$ cat config.mk
export PLATFORM = sky130hd
export DESIGN_NAME = stack_guard
export DESIGN_NICKNAME = d
export VERILOG_FILES = /design/src/rtl/stack_guard_pkg.sv /design/src/rtl/stack_access_qual.sv /design/src/rtl/stack_window_cmp.sv /design/src/rtl/stack_limit_file.sv /design/src/rtl/stack_guard.sv
export SDC_FILE = /design/constraint.sdc
export NUM_CORES = 1
export LEC_CHECK = 0
export ABC_AREA = 1
export ABC_CLOCK_PERIOD_IN_PS = 5000
export BUFFER_PORTS_ARGS = -buffer_cell sky130_fd_sc_hd__buf_4
export CELL_PAD_IN_SITES_DETAIL_PLACEMENT = 1
export CELL_PAD_IN_SITES_GLOBAL_PLACEMENT = 2
export CORE_MARGIN = 10
export CORE_UTILIZATION = 28
export DETAILED_ROUTE_END_ITERATION = 6
export PLACE_DENSITY_LB_ADDON = 0.25
export SLEW_MARGIN = 40
export SYNTH_ARGS = -nofsm -noshare
export SYNTH_HDL_FRONTEND = slang
export SYNTH_SLANG_ARGS = --single-unit
export TNS_END_PERCENT = 10
$ cat constraint.sdc
create_clock -name clk -period 5 [get_ports clk]
set_input_delay 0.75 -clock clk [delete_from_list [all_inputs] [get_ports clk]]
set_output_delay 0.75 -clock clk [all_outputs]
set_load 0.02 [all_outputs]
$ cat src/rtl/stack_guard_pkg.sv
package stack_guard_pkg;

  localparam int unsigned SRID_BITS = 16;
  localparam logic [SRID_BITS-1:0] SRID_FLOOR = 16'h0800;
  localparam logic [SRID_BITS-1:0] SRID_CEIL  = 16'h0802;

  typedef enum logic [1:0] {
    CAUSE_NONE  = 2'b00,
    CAUSE_OVER  = 2'b01,
    CAUSE_UNDER = 2'b10
  } viol_cause_e;

  // Overflow wins when the window is inverted and both sides trip.
  function automatic viol_cause_e pick_cause(input logic below, input logic above);
    if (below)      return CAUSE_OVER;
    else if (above) return CAUSE_UNDER;
    else            return CAUSE_NONE;
  endfunction

endpackage

$ cat src/rtl/stack_access_qual.sv
module stack_access_qual #(
  parameter int unsigned REG_IDX_W = 5,
  parameter int unsigned SP_INDEX  = 1
) (
  input  logic                 acc_valid,
  input  logic                 acc_mem,
  input  logic [REG_IDX_W-1:0] acc_base,
  input  logic                 exc_en,
  output logic                 stack_hit,
  output logic                 armed
);

  function automatic logic is_stack_base(input logic [REG_IDX_W-1:0] idx);
    return idx == REG_IDX_W'(SP_INDEX);
  endfunction

  always_comb begin
    stack_hit = acc_valid && acc_mem && is_stack_base(acc_base);
    armed     = stack_hit && exc_en;
  end

endmodule

$ cat src/rtl/stack_window_cmp.sv
module stack_window_cmp #(
  parameter int unsigned ADDR_W = 32
) (
  input  logic [ADDR_W-1:0] addr,
  input  logic [ADDR_W-1:0] floor_lim,
  input  logic [ADDR_W-1:0] ceil_lim,
  output logic              below,
  output logic              above
);

  function automatic logic under_floor(input logic [ADDR_W-1:0] a, input logic [ADDR_W-1:0] f);
    return a < f;
  endfunction

  function automatic logic over_ceil(input logic [ADDR_W-1:0] a, input logic [ADDR_W-1:0] c);
    return a > c;
  endfunction

  always_comb begin
    below = under_floor(addr, floor_lim);
    above = over_ceil(addr, ceil_lim);
  end

endmodule

$ cat src/rtl/stack_limit_file.sv
module stack_limit_file
  import stack_guard_pkg::*;
#(
  parameter int unsigned ADDR_W  = 32,
  parameter int unsigned SRID_W  = 16,
  parameter bit          PROT_ON = 1'b1
) (
  input  logic              clk,
  input  logic              rst_n,
  input  logic              sr_wr,
  input  logic              sr_rd,
  input  logic [SRID_W-1:0] sr_id,
  input  logic [ADDR_W-1:0] sr_wdata,
  output logic [ADDR_W-1:0] floor_lim,
  output logic [ADDR_W-1:0] ceil_lim,
  output logic [ADDR_W-1:0] sr_rdata
);

  logic sel_floor;
  logic sel_ceil;

  always_comb begin
    sel_floor = sr_id == SRID_W'(SRID_FLOOR);
    sel_ceil  = sr_id == SRID_W'(SRID_CEIL);
  end

  generate
    if (PROT_ON) begin : g_regs
      logic [ADDR_W-1:0] floor_q;
      logic [ADDR_W-1:0] ceil_q;

      always_ff @(posedge clk) begin
        if (!rst_n) begin
          floor_q <= '0;
          ceil_q  <= '1;
        end else if (sr_wr) begin
          if (sel_floor) floor_q <= sr_wdata;
          if (sel_ceil)  ceil_q  <= sr_wdata;
        end
      end

      always_comb begin
        floor_lim = floor_q;
        ceil_lim  = ceil_q;
        if (!sr_rd)         sr_rdata = '0;
        else if (sel_floor) sr_rdata = floor_q;
        else if (sel_ceil)  sr_rdata = ceil_q;
        else                sr_rdata = '0;
      end


      limit_hold_chk: assert property (@(posedge clk) disable iff (!rst_n)
        !(sr_wr && (sel_floor || sel_ceil)) |=> ($stable(floor_q) && $stable(ceil_q)));


      unknown_read_chk: assert property (@(posedge clk) disable iff (!rst_n)
        (sr_rd && !sel_floor && !sel_ceil) |-> (sr_rdata == '0));
    end else begin : g_none
      always_comb begin
        floor_lim = '0;
        ceil_lim  = '1;
        sr_rdata  = '0;
      end
    end
  endgenerate

endmodule

$ cat src/rtl/stack_guard.sv
module stack_guard
  import stack_guard_pkg::*;
#(
  parameter int unsigned USE_STACK_PROT = 1,
  parameter int unsigned MMU_LEVEL      = 0,
  parameter int unsigned ADDR_W         = 32,
  parameter int unsigned REG_IDX_W      = 5,
  parameter int unsigned SP_INDEX       = 1,
  parameter int unsigned SRID_W         = 16
) (
  input  logic                 clk,
  input  logic                 rst_n,
  input  logic                 acc_valid,
  input  logic                 acc_mem,
  input  logic [REG_IDX_W-1:0] acc_base,
  input  logic [ADDR_W-1:0]    acc_addr,
  input  logic                 exc_en,
  input  logic                 sr_wr,
  input  logic                 sr_rd,
  input  logic [SRID_W-1:0]    sr_id,
  input  logic [ADDR_W-1:0]    sr_wdata,
  output logic                 viol_pulse,
  output logic [1:0]           viol_cause,
  output logic [ADDR_W-1:0]    sr_rdata
);

  localparam bit PROT_ON = (USE_STACK_PROT == 1) && (MMU_LEVEL == 0);

  logic              stack_hit;
  logic              armed;
  logic              lim_below;
  logic              lim_above;
  logic              out_of_window;
  logic [ADDR_W-1:0] floor_lim;
  logic [ADDR_W-1:0] ceil_lim;

  stack_access_qual #(
    .REG_IDX_W (REG_IDX_W),
    .SP_INDEX  (SP_INDEX)
  ) u_qual (
    .acc_valid (acc_valid),
    .acc_mem   (acc_mem),
    .acc_base  (acc_base),
    .exc_en    (exc_en),
    .stack_hit (stack_hit),
    .armed     (armed)
  );

  stack_limit_file #(
    .ADDR_W  (ADDR_W),
    .SRID_W  (SRID_W),
    .PROT_ON (PROT_ON)
  ) u_limits (
    .clk       (clk),
    .rst_n     (rst_n),
    .sr_wr     (sr_wr),
    .sr_rd     (sr_rd),
    .sr_id     (sr_id),
    .sr_wdata  (sr_wdata),
    .floor_lim (floor_lim),
    .ceil_lim  (ceil_lim),
    .sr_rdata  (sr_rdata)
  );

  stack_window_cmp #(
    .ADDR_W (ADDR_W)
  ) u_cmp (
    .addr      (acc_addr),
    .floor_lim (floor_lim),
    .ceil_lim  (ceil_lim),
    .below     (lim_below),
    .above     (lim_above)
  );

  always_comb begin
    out_of_window = lim_below || lim_above;
    viol_pulse    = PROT_ON && armed && out_of_window;
    viol_cause    = viol_pulse ? pick_cause(lim_below, lim_above) : CAUSE_NONE;
  end


  base_gate_chk: assert property (@(posedge clk) disable iff (!rst_n)
    !stack_hit |-> !viol_pulse);


  exc_gate_chk: assert property (@(posedge clk) disable iff (!rst_n)
    !exc_en |-> (!viol_pulse && viol_cause == 2'b00));


  cause_idle_chk: assert property (@(posedge clk) disable iff (!rst_n)
    !viol_pulse |-> (viol_cause == 2'b00));


  cause_single_chk: assert property (@(posedge clk) disable iff (!rst_n)
    viol_pulse |-> ($countones(viol_cause) == 1));


  over_priority_chk: assert property (@(posedge clk) disable iff (!rst_n)
    (viol_pulse && lim_below) |-> (viol_cause == 2'b01));

endmodule

After elaboration in Yosys (flattened, before gate mapping)
Index checks and enable logic that the tools add are counted.

Output and inout port bits: 35. Logic and storage cells: 20. Input bits: 92. Bits in registers: 64.

Reduce and logical (&&, ||, !) cells: 7. Muxes and demuxes: 6. Equality and inequality tests: 3. Magnitude comparators: 2.

Operator list (count): $mux 32 (3); $eq 16x12->1 const B (2); $gt 32x32->1 (1); $lt 32x32->1 (1); $mux 2 (3); $eq 5x1->1 const B (1); $logic_and 1x1->1 (4); $reduce_and 2->1 (2); $logic_or 1x1->1 (1).

Longest topological paths before layout
Depth after elaboration: 5. Gate-level depth with buffers: 15. Depth with buffers taken out: 15.

Modules after synthesis
Synthesis repeated with hierarchy kept, for this count alone.

Cell total of the unflattened synthesis: 912. Area total of the unflattened synthesis: 5526.6 µm².

Modules (own cells, without submodules): stack_limit_file (area an instance 3763.6 µm², cells each 626, seq. area each 1281.2 µm², times used 1); stack_window_cmp (area an instance 1686.6 µm², cells each 267, seq. area each 0.0 µm², times used 1); stack_access_qual (area an instance 55.1 µm², cells each 14, seq. area each 0.0 µm², times used 1); stack_guard (area an instance 21.3 µm², cells each 5, seq. area each 0.0 µm², times used 1).

Worst setup path before layout
Ideal clock, no wire load.

Kind: input to output. Start point: input acc_addr[31]. End point: output viol_cause[1]. Path buffers: 0. Data required time: 4250 ps. Stages on the path: 9. Data arrival time: 1971 ps. Path slack: 2279 ps. Cells stage by stage: ha_1 -> nand2_1 -> nor2_1 -> nand2_1 -> nor4_1 -> nand2_1 -> nand2_1 -> nand2_1 -> nor2_1.

Word-level cells in the longest chain between the ends: 4. Elaborated cells between the ends (all ways): 7. Classes of those cells: order compare: 2; mux: 3; reduce/logical: 2.

Ends and longest elaborated chain: start, declared (line stack_guard.sv:16) `input logic [ADDR_W-1:0] acc_addr,`; $gt 32x32->1 or $lt 32x32->1 (tied branches) (line stack_window_cmp.sv:16, stack_window_cmp.sv:12); $mux 2 or $logic_or 1x1->1 (tied branches) (line stack_guard_pkg.sv:16, stack_guard.sv:76); $mux 2 or $logic_and 1x1->1 (tied branches) (line stack_guard_pkg.sv:15, stack_guard.sv:77); $mux 2 * (line stack_guard.sv:78) `viol_cause = viol_pulse ? pick_cause(lim_below, lim_above) : CAUSE_NONE;`; end, declared (line stack_guard.sv:23) `output logic [1:0] viol_cause,`.

Mark *: on every way between the ends. The rest lies on a longest branch, timed or not.

Worst setup path in the final report
Start point: input sr_id[3]. End point: output sr_rdata[31].

Word-level cells in the longest chain between the ends: 4. Elaborated cells between the ends (all ways): 5. Classes of those cells: eq/ne: 2; mux: 3.

Ends and longest elaborated chain: start, declared (line stack_guard.sv:20) `input logic [SRID_W-1:0] sr_id,`; $eq 16x12->1 (line stack_limit_file.sv:24) `sel_ceil = sr_id == SRID_W'(SRID_CEIL);`; $mux 32 (line stack_limit_file.sv:47) `else if (sel_ceil) sr_rdata = ceil_q;`; $mux 32 * (line stack_limit_file.sv:46) `else if (sel_floor) sr_rdata = floor_q;`; $mux 32 * (line stack_limit_file.sv:45) `if (!sr_rd) sr_rdata = '0;`; end, declared (line stack_guard.sv:24) `output logic [ADDR_W-1:0] sr_rdata`.

Marked as above.

==> impl_metrics.env <==
export IMPL_status="completed"
export IMPL_grt_setup_unrepaired="false"
export IMPL_grt_pass1_wl_um=30500
export IMPL_port_buffer_count=126
export IMPL_total_leakage_power_nw=3.04
export IMPL_busiest_layer="met2"
export IMPL_area_delta_synth_final_pct=29.3
export IMPL_cts_setup_buffers=0
export IMPL_cts_max_level=3
export IMPL_period_minus_slack_ps=3400
export IMPL_power_total_mw=1.38
export IMPL_start_util_pct=28.6
export IMPL_overflow=0
export IMPL_min_delay_path_depth=2
export IMPL_dp_cells=985
export IMPL_worstSetupPathType="input port to output port"
export IMPL_clock_fmax_mhz=294
export IMPL_yosysUniqueCellTypes=23
export IMPL_dieHeight_um=150
export IMPL_p_switching_uw=352
export IMPL_setup_ws_ps=1600
export IMPL_final_cell_mix="buf_4, nand4_1, nand2_1"
export IMPL_grt_max_degree=65
export IMPL_antenna_found_initial=0
export IMPL_ctsHoldBuffers=0
export IMPL_dr_total_vias=5261
export IMPL_wl_per_cell_um=19.0
export IMPL_postRouteAntennaNets=0
export IMPL_hold_slack_ps=481
export IMPL_post_route_util_pct=37.0
export IMPL_relSlewSlack_pct=46.8
export IMPL_min_from="u_limits.floor_lim[3]"
export IMPL_drt_iter0_markers=192
export IMPL_drcViolationCount=0
export IMPL_crit_fanout=36
export IMPL_die_w_um=150
export IMPL_dpl_cell_area_um2=5810
export IMPL_finalMaxSlewViolations=0
export IMPL_r2r_start="u_limits.floor_lim[27]"
export IMPL_gp_congestion=0.822
export IMPL_min_to="u_limits.floor_lim[3]"
export IMPL_hpwl_um=13700
export IMPL_nFillCells=2087
export IMPL_ys_warn_count=0
export IMPL_fin_cells=1002
export IMPL_synth_area_um2=4760
export IMPL_intPower_mw=1.03
export IMPL_worstPathRequired_ps=4250
export IMPL_met3_usage_pct=4.83
export IMPL_grtUsageMet1_pct=18.9
export IMPL_yosysSeqAreaShare_pct=26.9
export IMPL_final_area_um2=6160
export IMPL_final_net_count=932
export IMPL_combPwrFrac_pct=12.4
export IMPL_start_kind="input port"
export IMPL_synth_cells=679
export IMPL_clkLatencyLatePin_ps=340
export IMPL_r2r_end="u_limits.floor_lim[27]"
export IMPL_cts_tree="yes"
export IMPL_cts_num_sinks=64
export IMPL_core_um2=16600
export IMPL_via_per_inst=5.25
export IMPL_tightest_slew_ps=798
export IMPL_end_kind="output port"
export IMPL_vdd_drop_max_mv=0.161
export IMPL_seq_power_share_pct=36.8
export IMPL_clock_skew_final_ps=0
export IMPL_postSynthAreaPerCell_um2=7.02
export IMPL_die_area_um2=22600
export IMPL_p_clk_share_pct=50.8
export IMPL_cap_violations=0
export IMPL_grt_pass1_vias=5806
export IMPL_diodes=0
export IMPL_swShare_pct=25.4
export IMPL_grt_util_met2_pct=30.8
export IMPL_cts_buffer_depth=2
export IMPL_rrSetupSlack_ps=4340
export IMPL_p_per_area_nw_per_um2=225
export IMPL_ctsResizeCount=0
export IMPL_preCtsSetupSlack_ps=1440
export IMPL_io_pins=127
export IMPL_grt_use_total_pct=17.0
export IMPL_tns_ps=0
export IMPL_finalWirelength_um=19000
export IMPL_final_common_cell="buf_4"
export IMPL_clockRootBuffer="clkbuf_16"
export IMPL_r2r_worst_path_cells=2
export IMPL_syn_nets=834
export IMPL_min_path_type="flip-flop to flip-flop"
export IMPL_drive_gt1_share_pct=20.2
export IMPL_period_share_pct=68.0
export IMPL_setup_viol_count_final=0
export IMPL_ys_seq_elements=64
export IMPL_first_pass_iters=5
export IMPL_hold_viol_final=0
export IMPL_cts_buffers=9
export IMPL_cts_reportedPaths_clkPinSlew_ps=60
export IMPL_arrival_ps=2650
export IMPL_num_rows=47
sequential cells by signal (all words and copies together) (netlist names):
register and cells:
u_limits.floor_lim 32, u_limits.ceil_lim 32
power by group through the flow:
stage                     logic [mW]  clock network, mW  registers (mW)
after floorplan               0.0728                  0           0.521
after global placement         0.166                  0           0.521
after detailed placement       0.172                  0           0.521
after CTS                      0.174              0.722           0.510
after global routing           0.193              0.747           0.510
final                          0.171              0.704           0.510
worst max-delay path, cell delays in order:
cell and delay [ps]:
buf_4 130, nor3_1 170, nand2_1 100, inv_2 500, buf_4 450, nand4_1 150, a21oi_1 190, buf_4 170
final cells by class:
class | instances | area (um2) | area share (%)
Timing Repair Buffer | 134 | 1030 | 16.6
Multi-Input combinational cell | 474 | 2910 | 47.1
Tap cell | 220 | 275 | 4.47
Clock inverter | 6 | 82.6 | 1.34
Inverter | 94 | 353 | 5.73
Clock buffer | 10 | 239 | 3.88
Sequential cell | 64 | 1280 | 20.8
worst max path at each step:
stage / startpoint / end / slack, ps / depth (start not counted)
finish: sr_id[3] / sr_rdata[31] / 1600 / 8
global route: sr_id[3] / sr_rdata[6] / 1410 / 8
CTS: sr_id[10] / sr_rdata[12] / 1430 / 8
detailed placement: sr_id[10] / sr_rdata[31] / 1440 / 8
global placement: sr_id[10] / sr_rdata[0] / 1550 / 8
floorplan: acc_addr[31] / viol_cause[1] / 2280 / 9
Yosys cell counts, drive strengths merged:
cell type | instances | share of area (%)
nor4 | 4 | 0.84
a21oi | 96 | 10
nand2 | 97 | 7.6
a21boi | 1 | 0.16
nor3 | 6 | 1.1
buf | 19 | 2.7
nand3 | 38 | 4.3
nand3b | 1 | 0.16
clkbuf | 28 | 2.2
o21ai | 40 | 4.2
dfxtp | 64 | 27
nand4 | 105 | 14
nor2 | 20 | 1.6
ha | 63 | 17
o21a | 3 | 0.47
inv | 94 | 7.4
per-layer routing:
| metal | vias to the layer above | part of all wire (%) |
|---|---|---|
| li1 | 2577 | - |
| met5 | - | 0 |
| met2 | 100 | 51 |
| met4 | 0 | 1.4 |
| met1 | 2564 | 43 |
| met3 | 20 | 4.4 |
kinds of logic after synthesis:
group           after synthesis  share of synthesized area, %
compound gates              140                          14.9
buf+inv                     141                          12.3
flops                        64                          26.9
simple gates                271                          29.4
fa+ha+maj                    63                          16.5
Note: power is estimated with default switching activity, not from simulation.
